[src/rtl/sync_event_conditioner.sv]
module sync_event_conditioner #(
  parameter int RLD_W = 16,
  parameter int LIM_W = 16,
  parameter int DIV_W = 3,
  parameter logic [RLD_W-1:0] RLD_RST = RLD_W'(47999),
  parameter logic [LIM_W-1:0] LIM_RST = LIM_W'(34)
) (
  input  logic             clk,
  input  logic             rst_n,
  input  logic             cfg_we,
  input  logic [1:0]       cfg_src,
  input  logic             cfg_pol,
  input  logic [DIV_W-1:0] cfg_div,
  input  logic [RLD_W-1:0] cfg_reload,
  input  logic [LIM_W-1:0] cfg_limit,
  input  logic             sync_pin,
  input  logic             lsref_clk,
  input  logic             sof_pulse,
  output logic             evt_stb,
  output logic [RLD_W-1:0] reload_val,
  output logic [LIM_W-1:0] limit_val
);
  localparam int CNT_W = (1 << DIV_W) - 1;

  logic [2:0] s1, s2, s3;
  logic [1:0] src_q;
  logic       pol_q;
  logic [DIV_W-1:0] div_q;
  logic [CNT_W-1:0] cnt;
  logic       hit;

  wire [2:0] rise = s2 & ~s3;
  wire [2:0] fall = ~s2 & s3;
  wire [2:0] act  = pol_q ? fall : rise;
  wire [CNT_W-1:0] mask = ~({CNT_W{1'b1}} << div_q);
  wire term = (cnt == mask);
  wire cfg_chg = cfg_we && ({cfg_src, cfg_pol, cfg_div} != {src_q, pol_q, div_q});

  always_comb begin
    case (src_q)
      2'd0:    hit = act[0];
      2'd1:    hit = act[1];
      2'd2:    hit = act[2];
      default: hit = 1'b0;
    endcase
  end

  always_ff @(posedge clk) begin
    if (!rst_n) begin
      s1 <= '0;
      s2 <= '0;
      s3 <= '0;
    end else begin
      s1 <= {sof_pulse, lsref_clk, sync_pin};
      s2 <= s1;
      s3 <= s2;
    end
  end

  always_ff @(posedge clk) begin
    if (!rst_n) begin
      src_q      <= 2'd2;
      pol_q      <= 1'b0;
      div_q      <= '0;
      reload_val <= RLD_RST;
      limit_val  <= LIM_RST;
      cnt        <= '0;
      evt_stb    <= 1'b0;
    end else begin
      evt_stb <= hit && term && !cfg_chg;
      if (cfg_we) begin
        src_q      <= cfg_src;
        pol_q      <= cfg_pol;
        div_q      <= cfg_div;
        reload_val <= cfg_reload;
        limit_val  <= cfg_limit;
      end
      if (cfg_chg)  cnt <= '0;
      else if (hit) cnt <= term ? '0 : cnt + 1'b1;
    end
  end
endmodule

[config.mk]
export PLATFORM = sky130hd
export DESIGN_NAME = sync_event_conditioner
export DESIGN_NICKNAME = d
export VERILOG_FILES = /design/src/rtl/sync_event_conditioner.sv
export SDC_FILE = /design/constraint.sdc
export NUM_CORES = 1
export LEC_CHECK = 0
export ABC_CLOCK_PERIOD_IN_PS = 1750
export BUFFER_PORTS_ARGS = -buffer_cell sky130_fd_sc_hd__buf_2
export CORE_ASPECT_RATIO = 0.9
export CORE_MARGIN = 2
export CORE_UTILIZATION = 29
export DETAILED_ROUTE_END_ITERATION = 10
export SLEW_MARGIN = 5
export SYNTH_ARGS = -nofsm -noshare
export SYNTH_HDL_FRONTEND = slang
export SYNTH_SLANG_ARGS = --single-unit
[constraint.sdc]
create_clock -name clk -period 1.75 [get_ports clk]
set_input_delay 0.175 -clock clk [delete_from_list [all_inputs] [get_ports clk]]
set_output_delay 0.175 -clock clk [all_outputs]
set_load 0.005 [all_outputs]
# Word level (Yosys, flattened, before mapping)
# Cells that the tools add are included.
# Widths: inputs -> output; s select.
totals:
  reg_bits: 55
  output_inout_bits: 33
  elab_cells: 31
op_classes:
  addsub: 1
  n_eq_ne: 4
  shifts: 1
  muxes: 3
  bitwise_logic: 6
  n_reduce_logical: 6
op_table:
  columns: ["operator", "count"]
  rows:
  - ["$add 7x1->7 const B", 1]
  - ["$eq 7x7->1", 1]
  - ["$mux 7", 1]
  - ["$not 7->7", 1]
  - ["$shl 7x3->7 const A", 1]
  - ["$and 3x3->3", 2]
  - ["$ne 6x6->1", 1]
  - ["$not 3->3", 2]
  - ["$logic_and 1x1->1", 3]
  - ["$mux 3", 1]
  - ["$pmux 1 s3", 1]
  - ["$eq 2x1->1 const B", 1]
  - ["$eq 2x2->1 const B", 1]
  - ["$logic_not 2->1", 1]
  - ["$reduce_or 2->1", 1]
  - ["$logic_not 1->1", 1]
  - ["$not 1->1", 1]

# Longest topological paths before layout
# Gate-level depths: netlist (run 1).
depth:
  depth_word: 6
  depth_mapped: 7

# Worst setup path before layout (run 1)
# No wires, ideal clock.
synth_path:
  path_kind: "register -> register"
  from: "register src_q[0]"
  to: "register cnt[5]"
  setup_time_ns: 0.087
  arrival_ns: 1.482
  t_required_ns: 1.663
  path_slack_ns: 0.181
  path_stages_with_launch: 7
  path_buffers: 1
  synth_period_minus_slack_ns: 1.569
  path_cell_list: "dfxtp_1 > nor3b_1 > o21ai_2 > and3_4 > buf_6 > or3_1 > o31ai_1"
synth_between:
  elab_chain_len: 3
  elab_cells_between_ends: 7
synth_rtl:
  columns: ["item", "line", "rtl"]
  rows:
  - ["from (decl)", "26", "logic [1:0] src_q;"]
  - ["from (signal assigned)", "72", "src_q <= cfg_src;"]
  - ["$ne 6x6->1", "37", "wire cfg_chg = cfg_we && ({cfg_src, cfg_pol, cfg_div} != {src_q, pol_q, div_q});"]
  - ["$logic_and 1x1->1", "37", null]
  - ["$reduce_or 2->1 (no source line)", null, null]
  - ["to (signal assigned)", "79", "else if (hit) cnt <= term ? '0 : cnt + 1'b1;"]
  - ["to (decl)", "29", "logic [CNT_W-1:0] cnt;"]
# Parallel ways exist; a longest one is shown, timed or not.
# A chain may end at the register's enable or synchronous reset.

# Worst setup path in the final report (run 1)
layout_path:
  from: "register div_q[1]"
  to: "register cnt[6]"
layout_between:
  elab_chain_len: 4
  elab_cells_between_ends: 7
layout_rtl:
  columns: ["item", "line", "rtl"]
  rows:
  - ["from (decl)", "28", "logic [DIV_W-1:0] div_q;"]
  - ["from (signal assigned)", "74", "div_q <= cfg_div;"]
  - ["$shl 7x3->7", "35", "wire [CNT_W-1:0] mask = ~({CNT_W{1'b1}} << div_q);"]
  - ["$not 7->7", "35", null]
  - ["$eq 7x7->1", "36", "wire term = (cnt == mask);"]
  - ["$mux 7", "79", null]
# Parallel ways exist; a longest one is shown, timed or not.

==> metrics.txt, run 1 <==
# TYPE chip_impl_metric gauge
chip_impl_info{name="cts_root_buffer",value="clkbuf_8"} 1
chip_impl_metric{name="grtUsageTotal",unit="%"} 11.3
chip_impl_info{name="ys_top_cells_by_area",value="dfxtp_1, mux2i_1, nor2_1"} 1
chip_impl_info{name="critical_path.reg2reg.startpoint",value="div_q[1]$_SDFFE_PN0P_"} 1
chip_impl_metric{name="post_synth_edffs",unit=""} 0
chip_impl_metric{name="cts_buffers",unit=""} 5
chip_impl_info{name="rsz_0062_raised_after_global_routing",value="true"} 1
chip_impl_metric{name="number_of_antenna_violations_at_the_first_check_in_global_routing",unit=""} 0
chip_impl_metric{name="die_area",unit="µm²"} 8700
chip_impl_metric{name="slew_headroom",unit="%"} 63.3
chip_impl_metric{name="final.setup.tns",unit="ns"} 0
chip_impl_metric{name="grt_max_degree",unit=""} 26
chip_impl_metric{name="grt_pass1_vias",unit=""} 1778
chip_impl_metric{name="dp_cells",unit=""} 406
chip_impl_metric{name="place.port_buffers",unit=""} 76
chip_impl_metric{name="timing.final.crit_period",unit="ns"} 1.71
chip_impl_metric{name="clock_skew",unit="ns"} 0.00750
chip_impl_metric{name="rows",unit=""} 30
chip_impl_info{name="hold_path.startpoint",value="lsref_clk"} 1
chip_impl_metric{name="finalHoldViolations",unit=""} 0
chip_impl_metric{name="met1_wl",unit="µm"} 2330
chip_impl_metric{name="drc",unit=""} 0
chip_impl_metric{name="vdd_ir_drop_max",unit="mV"} 0.430
chip_impl_metric{name="synth_sequential_area_ratio",unit="%"} 47.7
chip_impl_info{name="synth_largest_area_cell",value="dfxtp_1"} 1
chip_impl_metric{name="peak_clock_frequency_supported_by_timing",unit="MHz"} 585
chip_impl_metric{name="antenna_cells",unit=""} 0
chip_impl_metric{name="cp_data_required_time",unit="ns"} 1.94
chip_impl_metric{name="post_synth_instance_area",unit="µm²"} 2310
chip_impl_metric{name="routed-wl-met3",unit="µm"} 263
chip_impl_info{name="worst_min_delay_path_endpoint",value="s1[1]$_SDFF_PN0_"} 1
chip_impl_info{name="run_status",value="finished, final reports clean"} 1
chip_impl_metric{name="vias",unit=""} 1885
chip_impl_metric{name="finalSetupViolations",unit=""} 0
chip_impl_metric{name="async_reset_ff_share",unit="%"} 0
chip_impl_metric{name="synth_warnings",unit=""} 0
chip_impl_metric{name="synthDominantCellAreaShare",unit="%"} 47.7
chip_impl_metric{name="timing.reg2reg.setup_slack",unit="ns"} 0.04
chip_impl_metric{name="min_path_cells",unit=""} 2
chip_impl_metric{name="cap_viol_max_count",unit=""} 0
chip_impl_metric{name="grt_overflow_total",unit=""} 0
chip_impl_metric{name="dr_wl_met2",unit="µm"} 2220
chip_impl_info{name="highest-signal-layer",value="met4"} 1
chip_impl_metric{name="worst_skew_pair.late_latency",unit="ns"} 0.30
chip_impl_metric{name="core-area",unit="µm²"} 7620
chip_impl_metric{name="r2r.worst_path.cells",unit=""} 5
chip_impl_metric{name="p_total",unit="mW"} 2.56
chip_impl_metric{name="dp.final_hpwl",unit="µm"} 3450
chip_impl_info{name="yosys-top-cells-count",value="dfxtp_1, mux2i_1, nor2_1"} 1
chip_impl_metric{name="synthesis.nets",unit=""} 285
chip_impl_info{name="cp-start-kind",value="register"} 1
chip_impl_info{name="worst_setup_path_end_kind",value="register"} 1
chip_impl_info{name="tritoncts",value="built"} 1
chip_impl_info{name="holdCritPathClass",value="in -> reg"} 1
chip_impl_metric{name="first_iter_violations",unit=""} 65
chip_impl_metric{name="pwrdens",unit="nW/µm²"} 866
chip_impl_metric{name="cts_setup_buffers",unit=""} 0
chip_impl_info{name="worstSetupPathType",value="reg -> reg"} 1
chip_impl_info{name="timing.critical_path.slowest_stage_cell",value="o32ai_1"} 1
chip_impl_info{name="crit_chain",value="nand2_1 > o32ai_1 > o221ai_4 > o2111ai_1 > o211ai_1"} 1
chip_impl_metric{name="area.growth.synth_to_final",unit="%"} 27.9
chip_impl_metric{name="highest_fanout_seen_on_the_critical_path",unit=""} 11
chip_impl_metric{name="worst_ep_arrival_time",unit="ns"} 1.90
chip_impl_metric{name="final_cell_count_without_fillers",unit=""} 414
chip_impl_metric{name="synth.lib_cells_used.distinct",unit=""} 43
chip_impl_metric{name="seq_cells_post_synth",unit=""} 55
chip_impl_metric{name="start_util",unit="%"} 30.3
chip_impl_metric{name="power.static_leakage",unit="nW"} 1.35
chip_impl_metric{name="layout.nets",unit=""} 362
chip_impl_metric{name="worstMarginPinSlew",unit="ns"} 0.548
chip_impl_metric{name="path_clk_slew",unit="ns"} 0.10
chip_impl_metric{name="cts.path.max_buffers",unit=""} 2
chip_impl_info{name="ys.flop_type",value="dfxtp_1"} 1
chip_impl_metric{name="die-height",unit="µm"} 88.7
chip_impl_metric{name="wire_length_of_the_first_global_routing_pass",unit="µm"} 8080
chip_impl_metric{name="io_pins",unit=""} 77
chip_impl_metric{name="wl_per_cell",unit="µm"} 11.7
chip_impl_info{name="synth_most_common_cell",value="dfxtp_1"} 1
chip_impl_metric{name="timing.critical_path.slowest_cell_delay",unit="ns"} 0.48
chip_impl_info{name="worst_r2r_endpoint",value="cnt[6]$_SDFFE_PP0P_"} 1
chip_impl_metric{name="cts_max_level",unit=""} 2
chip_impl_metric{name="count_of_nets_left_with_antenna_violations_after_detail_routing",unit=""} 0
chip_impl_metric{name="cts_sink_cnt",unit=""} 55
chip_impl_metric{name="syn_avg_cell_area",unit="µm²"} 9.62
chip_impl_metric{name="drt_wl_total",unit="µm"} 4840
chip_impl_metric{name="drt-pass1-iter-count",unit=""} 4
chip_impl_metric{name="period_share",unit="%"} 97.6
chip_impl_metric{name="synthCells",unit=""} 240
chip_impl_metric{name="drv_slew",unit=""} 0
chip_impl_metric{name="die_w",unit="µm"} 98.1
chip_impl_metric{name="viasPerCell",unit=""} 4.55
chip_impl_metric{name="gpl.final_weighted_congestion",unit=""} 0.807
chip_impl_metric{name="post_route_cells_drive_above_1_share",unit="%"} 33.0
[how the worst max path moves through the flow]
stage                          startpoint             endpoint  slack, ns  cells past startpoint
floorplan           src_q[0]$_SDFFE_PN0P_  cnt[5]$_SDFFE_PP0P_       0.18                      6
global placement    div_q[1]$_SDFFE_PN0P_  cnt[6]$_SDFFE_PP0P_       0.12                      5
detailed placement  div_q[1]$_SDFFE_PN0P_  cnt[4]$_SDFFE_PP0P_       0.06                      5
CTS                 div_q[1]$_SDFFE_PN0P_  cnt[4]$_SDFFE_PP0P_       0.04                      5
global route        div_q[2]$_SDFFE_PN0P_  cnt[6]$_SDFFE_PP0P_      -0.04                      6
finish              div_q[1]$_SDFFE_PN0P_  cnt[6]$_SDFFE_PP0P_       0.04                      5
[sequential cells by signal, summed over array words and instances (netlist names)]
signal,flops
s1,3
cnt,7
pol_q,1
div_q,3
src_q,2
limit_val,16
evt_stb,1
reload_val,16
s3,3
s2,3
[worst max-delay path, delay by kind of cell (launching register included)]
| kind | cells | cell delay, ns |
|---|---|---|
| and+or+nand+nor | 1 | 0.08 |
| AOI/OAI and AO/OA | 4 | 1.08 |
| DFF | 1 | 0.45 |
[cells by family (layout without fill, tap and decap cells)]
logic type / count (synthesis) / count (layout) / share of synthesized area (%)
and+or+nand+nor: 94 / 94 / 20.1
DFF: 55 / 55 / 47.7
muxes: 38 / 38 / 16.5
adders and majority gates: 1 / 1 / 0.542
buffers and inverters: 17 / 95 / 3.41
AOI/OAI and AO/OA: 27 / 27 / 8.78
xor gates and xnor gates: 8 / 8 / 3.03
[stage by stage]
stage / setup slack (ns) / hold WS [ns] / area (µm²) / utilization [%]
3_3_place_gp: 0.115 / 0.383 / 2810 / 36.8
4_1_cts: 0.0371 / 0.0552 / 2930 / 38.4
5_1_grt: -0.0414 / 0.0629 / 2950 / 38.8
3_5_place_dp: 0.0590 / 0.383 / 2810 / 36.8
6_report: 0.0414 / 0.0693 / 2950 / 38.8
2_1_floorplan: 0.181 / 0.302 / 2310 / -
[layer usage]
layer | global-route usage (%) | vias to the layer above
met2 | 18.6 | 43
met1 | 15.1 | 859
met4 | 3.03 | 0
met3 | 2.76 | 2
met5 | 0 | -
li1 | - | 981
[cells in the final DEF, fill, tap and decap left out, drive strengths merged, types with 2 or more instances in the layout]
master and count:
buf 85, dfxtp 55, mux2i 38, nor2 31, nand2 23, nand3 10
and2 9, xnor2 7, o211ai 6, clkbuf 6, o21ai 6, and3b 3
nor2b 3, o2111ai 3, inv 3, nor3b 3, a21boi 3, or2 2
nand3b 2, and3 2
[report_power, final]
part | internal (mW) | switching [mW]
clock | 0.471 | 0.419
sequential | 1.31 | 0.0367
combinational | 0.163 | 0.156
[area by class of cell]
cell class,instances,area (µm²)
clock buffer,6,82.6
clock inverter,2,38.8
fill,782,4670
inverter,2,7.51
multi-input combinational,168,1150
sequential,55,1100
tap,96,120
timing repair buffer,85,448
[what timing repair did]
item                       4_1_cts  5_1_grt
setup endpoints to repair        0        6
hold buffers                     0        0
resized for setup                0        7
Power figures use the tool's default switching activity.
==> run 2, diff against run 1 <==
- CORE_MARGIN: 2 -> not set
==> run 2 against run 1 <==
Global-route usage is 0.65 points higher; cell count decreased by 0.48%; highest routed layer unchanged; clock power down 3.7%; count of clock-buffer cells in the layout stayed put; die area down 4.2%; wire length shrank 1.1%; critical path depth did not move.
==> metrics.txt, run 2 (synthesis gave the netlist of run 1 again) <==
# TYPE chip_impl_metric gauge
chip_impl_metric{name="power.static_leakage",unit="nW"} 1.34
chip_impl_metric{name="worst_skew_pair.late_latency",unit="ns"} 0.31
chip_impl_metric{name="first_iter_violations",unit=""} 66
chip_impl_info{name="timing.critical_path.slowest_stage_cell",value="or4_1"} 1
chip_impl_metric{name="dp.final_hpwl",unit="µm"} 3360
chip_impl_metric{name="grtUsageTotal",unit="%"} 12.0
chip_impl_metric{name="seqCellArea",unit="µm²"} 1100
chip_impl_metric{name="slew_headroom",unit="%"} 70.4
chip_impl_metric{name="worstMarginPinSlew",unit="ns"} 0.443
chip_impl_metric{name="rows",unit=""} 30
chip_impl_metric{name="cts_max_level",unit=""} 2
chip_impl_info{name="critical_path.reg2reg.startpoint",value="div_q[2]$_SDFFE_PN0P_"} 1
chip_impl_info{name="worst_setup_path_end_kind",value="register"} 1
chip_impl_metric{name="grt_overflow_total",unit=""} 0
chip_impl_metric{name="io_pins",unit=""} 77
chip_impl_info{name="mostFrequentLayoutCells",value="buf_2, dfxtp_1, mux2i_1"} 1
chip_impl_metric{name="path_clk_slew",unit="ns"} 0.10
chip_impl_metric{name="grt_max_degree",unit=""} 39
chip_impl_metric{name="drv_slew",unit=""} 0
chip_impl_metric{name="final.setup.tns",unit="ns"} 0
chip_impl_metric{name="period_share",unit="%"} 96.0
chip_impl_metric{name="nFillCells",unit=""} 812
chip_impl_info{name="layout_commonest_cell",value="buf_2"} 1
chip_impl_metric{name="gpl.final_weighted_congestion",unit=""} 0.783
chip_impl_metric{name="viasPerCell",unit=""} 4.62
chip_impl_info{name="timing.critical_path.max_delay_family",value="simple AND/OR/NAND/NOR gates"} 1
chip_impl_metric{name="multiInputGateArea",unit="µm²"} 1150
chip_impl_metric{name="cts.path.max_buffers",unit=""} 2
chip_impl_metric{name="timing.final.crit_period",unit="ns"} 1.68
chip_impl_info{name="cp-start-kind",value="register"} 1
chip_impl_metric{name="layout_setup_ws",unit="ns"} 0.0695
chip_impl_metric{name="drt_wl_total",unit="µm"} 4790
chip_impl_metric{name="placed_area",unit="µm²"} 2800
chip_impl_metric{name="timing.critical_path.slowest_cell_delay",unit="ns"} 0.55
chip_impl_metric{name="grt_pass1_vias",unit=""} 1634
chip_impl_metric{name="cap_viol_max_count",unit=""} 0
chip_impl_metric{name="wire_length_of_the_first_global_routing_pass",unit="µm"} 7580
chip_impl_metric{name="core-area",unit="µm²"} 7620
chip_impl_metric{name="clock_skew",unit="ns"} 0.0124
chip_impl_metric{name="final_area",unit="µm²"} 2940
chip_impl_metric{name="highest_fanout_seen_on_the_critical_path",unit=""} 7
chip_impl_info{name="cts_root_buffer",value="clkbuf_8"} 1
chip_impl_metric{name="die_w",unit="µm"} 96.1
chip_impl_info{name="layout_top_registers",value="limit_val x16, reload_val x16, cnt x7"} 1
chip_impl_info{name="worst_r2r_endpoint",value="cnt[6]$_SDFFE_PP0P_"} 1
chip_impl_metric{name="drc",unit=""} 0
chip_impl_metric{name="die_area",unit="µm²"} 8330
chip_impl_metric{name="vdd_ir_drop_max",unit="mV"} 0.296
chip_impl_metric{name="worst_ep_arrival_time",unit="ns"} 1.87
chip_impl_info{name="worst_min_delay_path_endpoint",value="s1[1]$_SDFF_PN0_"} 1
chip_impl_metric{name="post_route_cells_drive_above_1_share",unit="%"} 32.6
chip_impl_metric{name="antenna_cells",unit=""} 0
chip_impl_metric{name="area.growth.synth_to_final",unit="%"} 27.4
chip_impl_metric{name="layout.nets",unit=""} 360
chip_impl_metric{name="cts_buffers",unit=""} 5
chip_impl_metric{name="start_util",unit="%"} 30.3
chip_impl_metric{name="place.port_buffers",unit=""} 76
chip_impl_metric{name="vias",unit=""} 1905
chip_impl_info{name="worstSetupPathType",value="reg -> reg"} 1
chip_impl_info{name="tritoncts",value="built"} 1
chip_impl_metric{name="timing.reg2reg.setup_slack",unit="ns"} 0.07
chip_impl_metric{name="min_path_cells",unit=""} 2
chip_impl_metric{name="cts_sink_cnt",unit=""} 55
chip_impl_metric{name="cp_data_required_time",unit="ns"} 1.94
chip_impl_metric{name="drt-pass1-iter-count",unit=""} 4
chip_impl_info{name="run_status",value="finished, final reports clean"} 1
chip_impl_metric{name="holdBufCountCts",unit=""} 0
chip_impl_metric{name="hold_ws",unit="ns"} 0.0591
chip_impl_info{name="crit_chain",value="or4_1 > nor2_2 > o221ai_4 > o2111ai_1 > o211ai_1"} 1
chip_impl_metric{name="count_of_nets_left_with_antenna_violations_after_detail_routing",unit=""} 0
chip_impl_metric{name="peak_clock_frequency_supported_by_timing",unit="MHz"} 595
chip_impl_info{name="hold_path.startpoint",value="lsref_clk"} 1
chip_impl_metric{name="r2r.worst_path.cells",unit=""} 5
chip_impl_metric{name="place_ws",unit="ns"} 0.0633
chip_impl_metric{name="finalHoldViolations",unit=""} 0
chip_impl_metric{name="pwrdens",unit="nW/µm²"} 859
chip_impl_metric{name="worstPathBufferInverterCount",unit=""} 0
chip_impl_metric{name="finalSetupViolations",unit=""} 0
chip_impl_metric{name="die-height",unit="µm"} 86.7
chip_impl_metric{name="final_core_util",unit="%"} 38.6
chip_impl_metric{name="number_of_antenna_violations_at_the_first_check_in_global_routing",unit=""} 0
chip_impl_info{name="rsz_0062_raised_after_global_routing",value="false"} 1
chip_impl_metric{name="wl_per_cell",unit="µm"} 11.6
chip_impl_info{name="holdCritPathClass",value="in -> reg"} 1
## run 2: layout make-up
type | instances | area share (%)
Multi-Input combinational cell | 168 | 39.2
Timing Repair Buffer | 83 | 15.1
Inverter | 2 | 0.255
Sequential cell | 55 | 37.5
Clock inverter | 2 | 1.32
Tap cell | 96 | 4.08
Clock buffer | 6 | 2.47
## run 2: where the power goes
| part | total, mW | internal [mW] | switching, mW | leakage [nW] |
|---|---|---|---|---|
| combinational | 0.321 | 0.165 | 0.156 | 0.827 |
| clock | 0.858 | 0.433 | 0.424 | 0.0558 |
| sequential | 1.35 | 1.31 | 0.0372 | 0.454 |
## run 2: repair_timing
action,in CTS,in global routing
resized for setup,0,7
setup buffers,0,0
endpoints found under the setup margin,0,5
## run 2: worst max path at each step
stage | startpoint | endpoint | slack (ns) | cells after the start
after CTS | div_q[1]$_SDFFE_PN0P_ | cnt[4]$_SDFFE_PP0P_ | 0.01 | 5
final | div_q[2]$_SDFFE_PN0P_ | cnt[6]$_SDFFE_PP0P_ | 0.07 | 5
after global placement | div_q[1]$_SDFFE_PN0P_ | cnt[2]$_SDFFE_PP0P_ | 0.12 | 5
after floorplan | src_q[0]$_SDFFE_PN0P_ | cnt[5]$_SDFFE_PP0P_ | 0.18 | 6
after detailed placement | div_q[1]$_SDFFE_PN0P_ | cnt[4]$_SDFFE_PP0P_ | 0.06 | 5
after global routing | div_q[2]$_SDFFE_PN0P_ | cnt[4]$_SDFFE_PP0P_ | 0.01 | 6
## run 2: per-layer routing
metal / track usage [%] / routed length (µm) / share of wire [%]
met5: 0 / 0 / 0
met4: 4.88 / 85 / 1.8
met3: 3.86 / 287 / 6.0
met2: 19.7 / 2210 / 46
met1: 14.3 / 2200 / 46
## run 2: through the flow
| stage | instances | power, mW |
|---|---|---|
| final | 412 | 2.53 |
| after global routing | 412 | 2.66 |
| after CTS | 412 | 2.58 |
| after detailed placement | 404 | 1.69 |
| after global placement | 404 | 1.69 |
| after floorplan | 240 | 1.56 |
==> run 3, diff against run 2 <==
- SETUP_SLACK_MARGIN: not set -> 0.15
==> run 3 against run 2 <==
Die area did not move; hold slack worse by 0.00071 ns; register-to-register slack gained 0.06 ns; clock skew decreased by 0.0037 ns; fmax is 3.4% higher; design area grew 3.2%; worst setup slack improved by 0.056 ns; first-iteration DRC count is 27% lower; clock power about the same; critical path type unchanged.
==> metrics.txt, run 3 (synthesis gave the netlist of run 1 again) <==
# TYPE chip_impl_metric gauge
chip_impl_metric{name="p_seq_share",unit="%"} 52.9
chip_impl_metric{name="layout.nets",unit=""} 362
chip_impl_metric{name="finalHoldViolations",unit=""} 0
chip_impl_metric{name="grt_max_degree",unit=""} 39
chip_impl_info{name="layout_top_registers",value="limit_val x16, reload_val x16, cnt x7"} 1
chip_impl_metric{name="timing.final.crit_period",unit="ns"} 1.62
chip_impl_metric{name="peak_clock_frequency_supported_by_timing",unit="MHz"} 615
chip_impl_info{name="holdCritPathClass",value="in -> reg"} 1
chip_impl_metric{name="gpl.final_weighted_congestion",unit=""} 0.783
chip_impl_metric{name="grt_overflow_total",unit=""} 0
chip_impl_metric{name="viasPerCell",unit=""} 4.65
chip_impl_metric{name="vias",unit=""} 1927
chip_impl_metric{name="pwrdens",unit="nW/µm²"} 841
chip_impl_metric{name="dp.final_hpwl",unit="µm"} 3360
chip_impl_metric{name="cap_viol_max_count",unit=""} 0
chip_impl_metric{name="drc",unit=""} 0
chip_impl_info{name="tritoncts",value="built"} 1
chip_impl_metric{name="cts_buffers",unit=""} 5
chip_impl_metric{name="worst_ep_arrival_time",unit="ns"} 1.82
chip_impl_metric{name="number_of_antenna_violations_at_the_first_check_in_global_routing",unit=""} 0
chip_impl_metric{name="place.port_buffers",unit=""} 76
chip_impl_metric{name="area.growth.synth_to_final",unit="%"} 31.5
chip_impl_metric{name="highest_fanout_seen_on_the_critical_path",unit=""} 7
chip_impl_info{name="timing.critical_path.max_delay_family",value="simple AND/OR/NAND/NOR gates"} 1
chip_impl_metric{name="power.switching_fraction",unit="%"} 24.7
chip_impl_info{name="cts_root_buffer",value="clkbuf_8"} 1
chip_impl_metric{name="post_route_cells_drive_above_1_share",unit="%"} 37.4
chip_impl_info{name="cp-start-kind",value="register"} 1
chip_impl_metric{name="finalSetupViolations",unit=""} 0
chip_impl_metric{name="first_iter_violations",unit=""} 48
chip_impl_metric{name="cts_max_level",unit=""} 2
chip_impl_metric{name="die-height",unit="µm"} 86.7
chip_impl_metric{name="die_area",unit="µm²"} 8330
chip_impl_metric{name="switching_power",unit="µW"} 631
chip_impl_metric{name="cell_internal_pwr",unit="mW"} 1.92
chip_impl_metric{name="multiInputGateArea",unit="µm²"} 1220
chip_impl_metric{name="start_util",unit="%"} 30.3
chip_impl_info{name="crit_chain",value="or4_4 > nor2_4 > o221ai_4 > o2111ai_1 > o211ai_1"} 1
chip_impl_metric{name="power_frac_comb",unit="%"} 13.4
chip_impl_info{name="run_status",value="finished, final reports clean"} 1
chip_impl_metric{name="core-area",unit="µm²"} 7620
chip_impl_metric{name="holdBufCountCts",unit=""} 0
chip_impl_metric{name="nFillCells",unit=""} 791
chip_impl_info{name="rsz_0062_raised_after_global_routing",value="true"} 1
chip_impl_metric{name="period_share",unit="%"} 92.8
chip_impl_metric{name="seqCellArea",unit="µm²"} 1110
chip_impl_metric{name="path_clk_slew",unit="ns"} 0.10
chip_impl_metric{name="final.setup.tns",unit="ns"} 0
chip_impl_info{name="layout_commonest_cell",value="buf_2"} 1
chip_impl_metric{name="antenna_cells",unit=""} 0
chip_impl_info{name="mostFrequentLayoutCells",value="buf_2, dfxtp_1, mux2i_1"} 1
chip_impl_metric{name="grt_pass1_vias",unit=""} 1640
chip_impl_metric{name="count_of_nets_left_with_antenna_violations_after_detail_routing",unit=""} 0
chip_impl_metric{name="drt-pass1-iter-count",unit=""} 4
chip_impl_metric{name="vdd_ir_drop_max",unit="mV"} 0.297
chip_impl_metric{name="clock_skew",unit="ns"} 0.00866
chip_impl_info{name="worstSetupPathType",value="reg -> reg"} 1
chip_impl_metric{name="slew_headroom",unit="%"} 76.2
chip_impl_metric{name="share_clk_of_total_power",unit="%"} 33.7
chip_impl_metric{name="worstMarginPinSlew",unit="ns"} 0.352
chip_impl_metric{name="timing.critical_path.slowest_cell_delay",unit="ns"} 0.54
chip_impl_metric{name="die_w",unit="µm"} 96.1
chip_impl_info{name="timing.critical_path.slowest_stage_cell",value="or4_4"} 1
chip_impl_metric{name="grtUsageTotal",unit="%"} 12.1
chip_impl_metric{name="drt_wl_total",unit="µm"} 4900
chip_impl_metric{name="cts_sink_cnt",unit=""} 55
chip_impl_metric{name="cp_data_required_time",unit="ns"} 1.94
chip_impl_metric{name="power.static_leakage",unit="nW"} 1.37
chip_impl_metric{name="drv_slew",unit=""} 0
chip_impl_metric{name="wl_per_cell",unit="µm"} 11.8
chip_impl_metric{name="worst_skew_pair.late_latency",unit="ns"} 0.31
chip_impl_metric{name="io_pins",unit=""} 77
chip_impl_metric{name="cts.path.max_buffers",unit=""} 2
chip_impl_info{name="worst_setup_path_end_kind",value="register"} 1
chip_impl_metric{name="wire_length_of_the_first_global_routing_pass",unit="µm"} 7660
chip_impl_metric{name="rows",unit=""} 30
chip_impl_metric{name="worstPathBufferInverterCount",unit=""} 0
chip_impl_metric{name="p_total",unit="mW"} 2.55
-- run 3: changes by cell type in the layout (fill, tap and decap cells not counted), sizes merged --
cell	previous run	this run
buf	83	85
-- run 3: final cells by class --
cell class	count	area share [%]
sequential	55	36.7
timing repair buffer	85	15.3
multi-input combinational	168	40.2
inverter	2	0.247
tap	96	3.96
clock inverter	2	1.28
clock buffer	6	2.39
-- run 3: repair_timing --
action | in CTS | in global routing
buffers inserted | 0 | 2
gates resized for setup | 12 | 16
setup endpoints to repair | 8 | 8
endpoints found under the hold margin | 0 | 0
pin swaps | 10 | 9
-- run 3: worst register-to-register path, stage by stage (launching register included) --
cell and delay, ns:
dfxtp_2 0.34, or4_4 0.54, nor2_4 0.12, o221ai_4 0.18, o2111ai_1 0.23, o211ai_1 0.10
-- run 3: power by group through the flow --
stage          Combinational (mW)  Clock (mW)  Sequential [mW]
6_report                    0.342       0.860             1.35
3_3_place_gp                0.311           0             1.38
4_1_cts                     0.330       0.910             1.35
5_1_grt                     0.380       0.951             1.36
2_1_floorplan               0.187           0             1.37
3_5_place_dp                0.315           0             1.38
-- run 3: metrics by stage --
step / worst slack [ns] / hold slack (ns) / util [%] / instance area [µm²] / instances
global placement: 0.115 / 0.383 / 36.8 / 2800 / 404
CTS: 0.110 / 0.0415 / 38.9 / 2970 / 412
floorplan: 0.181 / 0.302 / - / 2310 / 240
detailed placement: 0.0633 / 0.384 / 36.8 / 2800 / 404
finish: 0.125 / 0.0584 / 39.9 / 3040 / 414
global route: 0.0914 / 0.0438 / 39.9 / 3040 / 414
-- run 3: path summary, 6_finish.rpt --
path / startpoint / end / slack [ns] / cells after the start
worst max register to register: cnt[3]$_SDFFE_PP0P_ / cnt[6]$_SDFFE_PP0P_ / 0.13 / 5
worst min register to register: s1[2]$_SDFF_PN0_ / s2[2]$_SDFF_PN0_ / 0.44 / 1
worst min-delay path: lsref_clk / s1[1]$_SDFF_PN0_ / 0.06 / 2
worst max-delay path: cnt[3]$_SDFFE_PP0P_ / cnt[6]$_SDFFE_PP0P_ / 0.13 / 5
-- run 3: per-layer routing --
layer  up-vias  GRT usage [%]  share of wire (%)
met3        13           3.95                6.2
met1       865           14.7                 45
met2        64           19.5                 47
met4         0           5.16                1.8
li1        985              -                  -
met5         -              0                  0
